[config.mk]
export PLATFORM = sky130hd
export DESIGN_NAME = sec_ppc_cfg
export DESIGN_NICKNAME = d
export VERILOG_FILES = /design/src/rtl/sec_ppc_cfg.sv
export SDC_FILE = /design/constraint.sdc
export NUM_CORES = 1
export LEC_CHECK = 0
export BUFFER_PORTS_ARGS = -buffer_cell sky130_fd_sc_hd__buf_2
export CAP_MARGIN = 25
export CORE_AREA = 5 5 225 249
export CTS_CLUSTER_SIZE = 28
export DETAILED_ROUTE_END_ITERATION = 12
export DIE_AREA = 0 0 230 254
export PLACE_DENSITY = 0.47
export SLEW_MARGIN = 0
export SYNTH_ARGS = -nofsm -noshare
export SYNTH_HDL_FRONTEND = slang
export SYNTH_SLANG_ARGS = --single-unit
[constraint.sdc]
create_clock -name clk -period 2 [get_ports clk]
set_input_delay 0.2 -clock clk [delete_from_list [all_inputs] [get_ports clk]]
set_output_delay 0.2 -clock clk [all_outputs]
set_load 0.02 [all_outputs]
[src/rtl/sec_ppc_cfg.sv]
module sec_ppc_cfg #(
  parameter int INT0_PORTS = 14,
  parameter int INT1_PORTS = 8,
  parameter int EXP_PORTS  = 16
) (
  input  logic                   clk,
  input  logic                   rst_n,
  input  logic                   bus_sel,
  input  logic                   bus_wr,
  input  logic [1:0]             bus_size,
  input  logic [11:0]            bus_addr,
  input  logic [31:0]            bus_wdata,
  output logic [31:0]            bus_rdata,
  output logic                   bus_rvalid,
  output logic                   resp_cfg,
  output logic [1:0]             callable_cfg,
  output logic [INT0_PORTS-1:0]  apb_int0_ns,
  output logic [INT1_PORTS-1:0]  apb_int1_ns,
  output logic [4*EXP_PORTS-1:0] apb_exp_ns,
  output logic [4*EXP_PORTS-1:0] ahb_exp_ns
);
  localparam logic [63:0] M0W = (64'd1 << INT0_PORTS) - 64'd1;
  localparam logic [63:0] M1W = (64'd1 << INT1_PORTS) - 64'd1;
  localparam logic [63:0] MXW = (64'd1 << EXP_PORTS) - 64'd1;
  localparam logic [31:0] M0 = M0W[31:0];
  localparam logic [31:0] M1 = M1W[31:0];
  localparam logic [31:0] MX = MXW[31:0];

  logic [31:0] ns_i [2], sp_i [2];
  logic [31:0] ns_ax[4], sp_ax[4];
  logic [31:0] ns_hx[4], sp_hx[4];

  logic [7:0]  grp;
  logic [1:0]  idx;
  logic        wen, ren;
  logic [31:0] imask, word, lane;

  assign grp   = bus_addr[11:4];
  assign idx   = bus_addr[3:2];
  assign wen   = bus_sel && bus_wr && bus_size == 2'd2 && bus_addr[1:0] == 2'd0;
  assign ren   = bus_sel && !bus_wr;
  assign imask = idx[0] ? M1 : M0;

  always_ff @(posedge clk or negedge rst_n) begin
    if (!rst_n) begin
      resp_cfg     <= 1'b0;
      callable_cfg <= 2'd0;
      for (int i = 0; i < 2; i++) begin
        ns_i[i] <= '0;
        sp_i[i] <= '0;
      end
      for (int i = 0; i < 4; i++) begin
        ns_ax[i] <= '0;
        sp_ax[i] <= '0;
        ns_hx[i] <= '0;
        sp_hx[i] <= '0;
      end
    end else if (wen) begin
      case (grp)
        8'h01: begin
          if (idx == 2'd0) resp_cfg <= bus_wdata[0];
          if (idx == 2'd1) callable_cfg <= bus_wdata[1:0];
        end
        8'h06: ns_hx[idx] <= bus_wdata & MX;
        8'h07: if (!idx[1]) ns_i[idx[0]] <= bus_wdata & imask;
        8'h08: ns_ax[idx] <= bus_wdata & MX;
        8'h0A: sp_hx[idx] <= bus_wdata & MX;
        8'h0B: if (!idx[1]) sp_i[idx[0]] <= bus_wdata & imask;
        8'h0C: sp_ax[idx] <= bus_wdata & MX;
        default: ;
      endcase
    end
  end

  always_comb begin
    word = '0;
    case (grp)
      8'h01: begin
        if (idx == 2'd0) word = {31'd0, resp_cfg};
        if (idx == 2'd1) word = {30'd0, callable_cfg};
      end
      8'h06: word = ns_hx[idx];
      8'h07: if (!idx[1]) word = ns_i[idx[0]];
      8'h08: word = ns_ax[idx];
      8'h0A: word = sp_hx[idx];
      8'h0B: if (!idx[1]) word = sp_i[idx[0]];
      8'h0C: word = sp_ax[idx];
      default: word = '0;
    endcase
  end

  always_comb begin
    lane = word >> {bus_addr[1:0], 3'b000};
    case (bus_size)
      2'd0:    lane = lane & 32'h0000_00FF;
      2'd1:    lane = lane & 32'h0000_FFFF;
      default: lane = word;
    endcase
  end

  always_ff @(posedge clk or negedge rst_n) begin
    if (!rst_n) begin
      bus_rvalid <= 1'b0;
      bus_rdata  <= '0;
    end else begin
      bus_rvalid <= ren;
      if (ren) bus_rdata <= lane;
    end
  end

  assign apb_int0_ns = ns_i[0][INT0_PORTS-1:0];
  assign apb_int1_ns = ns_i[1][INT1_PORTS-1:0];

  for (genvar g = 0; g < 4; g++) begin : g_exp
    assign apb_exp_ns[g*EXP_PORTS +: EXP_PORTS] = ns_ax[g][EXP_PORTS-1:0];
    assign ahb_exp_ns[g*EXP_PORTS +: EXP_PORTS] = ns_hx[g][EXP_PORTS-1:0];
  end
endmodule

* Word-level counts from Yosys, hierarchy flattened *
Cells that the tools add are included.

word-level totals
  flip-flop bits (word level) = 676
  input bits = 50
  output and inout bits = 186
  word-level logic and storage cells = 96

cells by class
  magnitude comparators = 4
  equal/unequal tests = 10
  shift-type cells = 1
  multiplexer cells = 35
  bitwise operators = 4
  reductions and logical operators = 18

operators with widths
  operator                                                                count
  32-bit 2-to-1 mux                                                       19
  128-bit bitwise mux                                                     4
  32-bit binary-select mux with 2-bit select                              4
  32-bit case mux with 7 select lines                                     1
  64-bit bitwise mux                                                      2
  32-bit demux with 2-bit select                                          1
  32-bit case mux with 2 select lines                                     1
  32-bit by 14-bit AND with 32-bit output                                 1
  32-bit demux with 1-bit select                                          1
  8-bit by 4-bit equality test with 1-bit output (second input constant)  4
  32-bit by 5-bit right shift with 16-bit output                          1
  8-bit by 3-bit equality test with 1-bit output (second input constant)  2
  14-bit 2-to-1 mux                                                       1
  3-bit AND reduction                                                     4
  8-bit by 1-bit equality test with 1-bit output (second input constant)  1
  2-bit AND reduction                                                     4
  1-bit logical AND                                                       6
  2-bit zero test                                                         3
  2-bit by 1-bit equality test with 1-bit output (second input constant)  2
  3-bit >= comparator (second input constant)                             1
  3-bit by 1-bit < comparator with 1-bit output (second input constant)   1
  2-bit inverter with 3-bit output                                        1
  2-bit equality test (second input constant)                             1
  2-bit >= comparator (second input constant)                             1
  5 further kinds                                                         5

* Depth between registers and ports, before layout *
  word-level depth = 8
  depth in mapped cells = 8
  gate-level depth less buffers = 5

* Least setup slack after synthesis *
No wires, ideal clock.

  path type = in2reg
  start point = input port bus_addr[2]
  end point = register ns_hx (netlist bit ahb_exp_ns[56])
  library setup time = 0.125 ns
  arrival time = 1.817 ns
  required time = 1.875 ns
  slack = 0.059 ns
  stages on the path = 6
  buffers on the path = 3
  cell sequence = buf_2 buf_4 nand4_1 nor3_2 buf_4 mux2_2

on the way
  word-level cells in the longest chain between the ends = 6
  elaborated cells on any way between the ends = 7
  those cells by class = order compare: 2; mux: 3; bitwise: 1; reduce/logical: 1

ends and longest elaborated chain
  element                                                                                                            line  RTL
  start: declaration                                                                                                 11    input logic [11:0] bus_addr,
  2-bit inverter with 3-bit output (not written as such) *                                                           64    8'h06: ns_hx[idx] <= bus_wdata & MX;
  3-bit >= comparator (not written as such) / 3-bit by 1-bit < comparator with 1-bit output (equally long branches)  64
  1-bit logical AND (not written as such)                                                                            64
  32-bit 2-to-1 mux (not written as such)                                                                            64
  32-bit demux with 2-bit select *                                                                                   64
  128-bit bitwise mux *                                                                                              64
  end signal: indexed assignment                                                                                     64
  end: declaration                                                                                                   31    logic [31:0] ns_hx[4], sp_hx[4];

Every way passes the cells marked *; elsewhere a longest branch is shown, timed or not.
A chain may end at the register's enable or synchronous reset.

* Final worst setup path *
  start point = register ns_hx (netlist bit ahb_exp_ns[48])
  end point = register bus_rdata[0]

on the way
  word-level cells in the longest chain between the ends = 6

ends and longest elaborated chain
  element                                                  line  RTL
  32-bit binary-select mux with 2-bit select *             82    8'h06: word = ns_hx[idx];
  32-bit 2-to-1 mux (not written as such) * (2 in series)  82
  32-bit case mux with 7 select lines *                    77    case (grp)
  32-bit by 5-bit right shift with 16-bit output           93    lane = word >> {bus_addr[1:0], 3'b000};
  32-bit case mux with 2 select lines *                    94    case (bus_size)
  end signal: assignment                                   107   if (ren) bus_rdata <= lane;
  end: declaration                                         13    output logic [31:0] bus_rdata,

Every way passes the cells marked *; elsewhere a longest branch is shown, timed or not. The select of a mux whose other input is x is not followed.

==> results by stage <==
STA:
- The worst hold slack is 0.1332 ns.
- Dividing the final minimum period by the clock period gives 0.9720.
- Setup repair after global routing left no endpoint under its margin.
- For the finished layout, the period the worst path requires is 1.944 ns.
- Setup violations remaining at the end of the flow were counted as 0.
- The number of hold-slack violations in the final timing report was 0.
- For this run, the top clock speed supported by timing is 514.4 MHz.
- At the pin with the least slew margin, the transition time is 0.5421 ns.
- The worst-case headroom to the max-slew limit is 0.6386.
- The final count of pins violating max slew was 0.
- The clock arrives with 0.01237 ns of skew.

Min path:
- In this run the most critical hold path is launched from bus_wdata[14].
- In this run the worst hold path is classified as in -> reg.

Critical path:
- In this run the register-to-register setup slack is 0.06 ns.
- The required time at the worst-slack endpoint is 2.42 ns.
- The worst setup path is of the reg -> reg kind.
- The critical path startpoint is ahb_exp_ns[48].
- The critical path goes through mux4_2, nand3_1, a21oi_1, a2111oi_0, nor3_1.
- The worst-path maximum fanout is 3.
- The endpoint class of the critical path is a flop.
- The slowest stage of the critical path belongs to the cell mux4_2.
- The startpoint of the most critical register-to-register path is ahb_exp_ns[48].
- The termination of the worst setup path is bus_rdata[0].
- STA classifies the critical path startpoint as a flop.
- Data on the critical path arrives at its endpoint at 2.36 ns.
- The reg-to-reg critical path endpoint is bus_rdata[0].
- The largest incremental delay on the critical path is 0.54 ns.
- Measured in cells, the most critical reg-to-reg path has a length of 5.

Yosys:
- The share of synthesized area in the top cell type comes to 0.5287.
- Among all flip-flop cells after synthesis, the most frequent one is dfrtp_1.
- Averaged over all synthesized cells, the footprint is 14.38 µm².
- The sequential-to-total area share from yosys stat is 0.5287.
- The count of cell types in the netlist is 57.
- The number of synthesized register bits is 332.
- Of all flip-flops after synthesis, the portion carrying an async set or reset was 1.000.
- Sorting the synthesized cells by how often they occur yields dfrtp_1, mux2_2, mux4_2.
- Among all cell types in the netlist, the one instantiated most often is dfrtp_1.
- The most area-hungry cell type in the Yosys netlist is dfrtp_1.
- The Yosys step of the flow raised 0 warnings.
- The post-synthesis cell count is 1093.
- Yosys mapped a number of flops with a built-in enable equal to 0.
- Sorting the synthesized cells by area gives the leading types as dfrtp_1, mux2_2, mux4_2.
- The summed instance area of the synthesized netlist is 15710 µm².

Power:
- Of the total power, the clock network draws 0.502.
- Dividing total power by cell area gives a power density of 759.8 nW/µm².
- The worst-case IR drop observed on VDD is 0.5231 mV.
- The proportion of power drawn by combinational gates is 0.054.
- Of the total power, registers draw 0.444.
- The internal portion of the total power is 11.68 mW.
- Of the total power, the share spent switching nets is 0.2303.
- The total power of the final layout is 15.17 mW.
- Summed over all cells, the static leakage comes to 10.14 nW.
- The net load switching power is 3.493 mW.

Detailed routing:
- After detailed routing, the average wire length per cell comes to 24.79 µm.
- The count of unresolved DRC violations after routing is 0.
- For this block, the initial DRC count from the detailed router was 650.
- The number of vias in the routed layout is 10480.
- The residual antenna-violating net count after detailed routing is 0.
- The total detailed-routing wirelength is 51.88 mm.
- The ratio of routed vias to standard cells is 5.007.
- The first detailed-routing pass took 5 iterations.

Cells and area:
- The final layout contains 1432 nets.
- The layout cell share with drive strength beyond 1 is 0.5847.
- Once layout is done, the placed cells without fillers occupy 19970 µm².
- The post-route core utilization is 0.3751.
- From synthesis to final layout, the design area changed by 27.07%.
- The count of antenna diodes in the layout is 0.
- The count of placed standard cells in the final layout, fillers left out is 2093.

Place:
- At the end of routability-driven placement, the weighted congestion stood at 0.8397.
- The count of buffers inserted at the top-level ports is 203.
- The number of placed instances, taps included, is 2021.
- The HPWL after detailed placement is 37.63 mm.
- After detailed placement, the total cell area comes to 18570 µm².

GRT:
- The aggregate global-route resource usage is 0.1771.
- The total global routing overflow is 0.
- Entering global routing, the biggest net connects 62 pins.
- The global-route wire length before repair is 77.57 mm.
- The initial antenna violation count came to 4.
- The number of global-route vias before repair was 11180.

Clock tree:
- CTS saw 332 sinks.
- After clock tree synthesis, the clock-pin slew on the worst setup and hold paths is 0.06 ns.
- The clock tree root buffer cell is clkbuf_16.
- The clock passes through at most 3 buffers.
- Once the clock tree was built, the setup fixing pass inserted 0 buffers.
- The clock tree from TritonCTS is done.
- The later pin in the worst-skew pair is clocked with a latency of 0.56 ns.
- The H-tree was split into 2 levels.
- The clock buffer count from CTS is 40.

Floorplanning:
- The initial utilization of the core area, before any placement, comes to 0.2952.
- The initialized floorplan defines 89 standard-cell rows.
- The die outline area is 58420 µm².
- After floorplanning, the core was sized to cover 53230 µm².
- The horizontal die dimension is 230 µm.
- The height of the die is 254 µm.
- The number of top-level pins is 236.

Flow run:
- The number of max-capacitance violations reported is 0.

Status:
- The flow ran to the end, and the final reports show no timing, DRC or antenna violations.
[sequential cells by signal (all words and copies together), names as in the netlist]
signal,cells
bus_rvalid,1
apb_int1_ns,8
resp_cfg,1
bus_rdata,16
ns_i,6
callable_cfg,2
ahb_exp_ns,64
sp_i,28
sp_ax,64
apb_int0_ns,14
sp_hx,64
apb_exp_ns,64
[power groups by stage]
stage	clock [mW]	sequential, mW	combinational [mW]
after floorplan	0	6.87	0.349
after global placement	0	6.86	0.828
after detailed placement	0	6.86	0.831
after CTS	7.85	6.74	0.833
after global routing	8.11	6.74	0.889
final	7.61	6.74	0.817
[layout by cell type (no fill, tap or decap), types with 3 or more instances in the layout]
cell type    n
a211oi_1     4
a21oi_1     16
a22o_1       4
a22oi_1     12
and2_1      15
buf_12      38
buf_2      200
buf_4      113
bufinv_16    4
clkbuf_1     7
clkbuf_16   41
clkbuf_8    11
clkinv_2     4
conb_1      16
dfrtp_1    332
inv_1        3
mux2_2     315
mux2i_1     22
mux4_2      64
nand2_1     28
nand2_2     10
nand3_1     21
nand4_1     11
nor2_1      15
nor2_2       3
nor2b_1     12
nor3_1       9
nor3_4       3
o211ai_1     5
o21ai_0     13
o22ai_1     10
o31ai_1      4
[repair_timing]
| action | CTS | global route |
|---|---|---|
| hold endpoints to repair | 49 | 0 |
| resized for setup | 0 | 3 |
| endpoints found under the setup margin | 0 | 3 |
| hold buffers | 1 | 0 |
[area by class of cell]
| class | count | area (µm²) |
|---|---|---|
| Multi-Input combinational cell | 649 | 6763 |
| Clock inverter | 12 | 175.2 |
| Fill cell | 5103 | 33260 |
| Sequential cell | 332 | 8308 |
| Clock buffer | 59 | 1204 |
| Inverter | 5 | 18.77 |
| Timing Repair Buffer | 354 | 2646 |
| Tap cell | 682 | 853.3 |
[worst max-delay path, delay by kind of cell, from the launching register on]
kind	cells	cell delay, ns
muxes	1	0.54
DFF	1	0.41
and+or+nand+nor	2	0.24
AOI/OAI and AO/OA	2	0.63
[metrics by stage]
stage | setup TNS [ns] | worst slack (ns)
5_1_grt | 0 | 0.0006575
3_5_place_dp | -15.59 | -0.2182
4_1_cts | 0 | 0.04589
6_report | 0 | 0.05590
2_1_floorplan | 0 | 0.05850
3_3_place_gp | -14.50 | -0.1955
[kinds of logic (layout without fill, tap and decap cells)]
group                  count (synthesis)  count (layout)  share of synthesized area
flip-flops                           332             332                     0.5287
AND/OR/NAND/NOR                      147             147                    0.05685
buffers and inverters                127             430                    0.04538
AO/OA/AOI/OAI                         83              83                    0.03607
other                                  1              16                  0.0002386
multiplexers                         403             403                     0.3327
[how the worst min path moves through the flow]
stage | to | slack [ns] | cells past startpoint
after CTS | sp_hx[110] | 0.10 | 2
after detailed placement | ahb_exp_ns[61] | 0.20 | 1
after global placement | ahb_exp_ns[61] | 0.19 | 1
after global routing | sp_hx[110] | 0.12 | 2
after floorplan | ahb_exp_ns[0] | -0.1 | 0
final | sp_hx[110] | 0.13 | 2
[layer usage]
layer,GRT usage,up-vias,share of wire
met5,0,-,0.00066
met1,0.2524,5533,0.46
met4,0.04441,6,0.020
li1,-,4587,-
met2,0.2776,291,0.46
met3,0.03788,63,0.055
(Power assumes the default switching activity.)
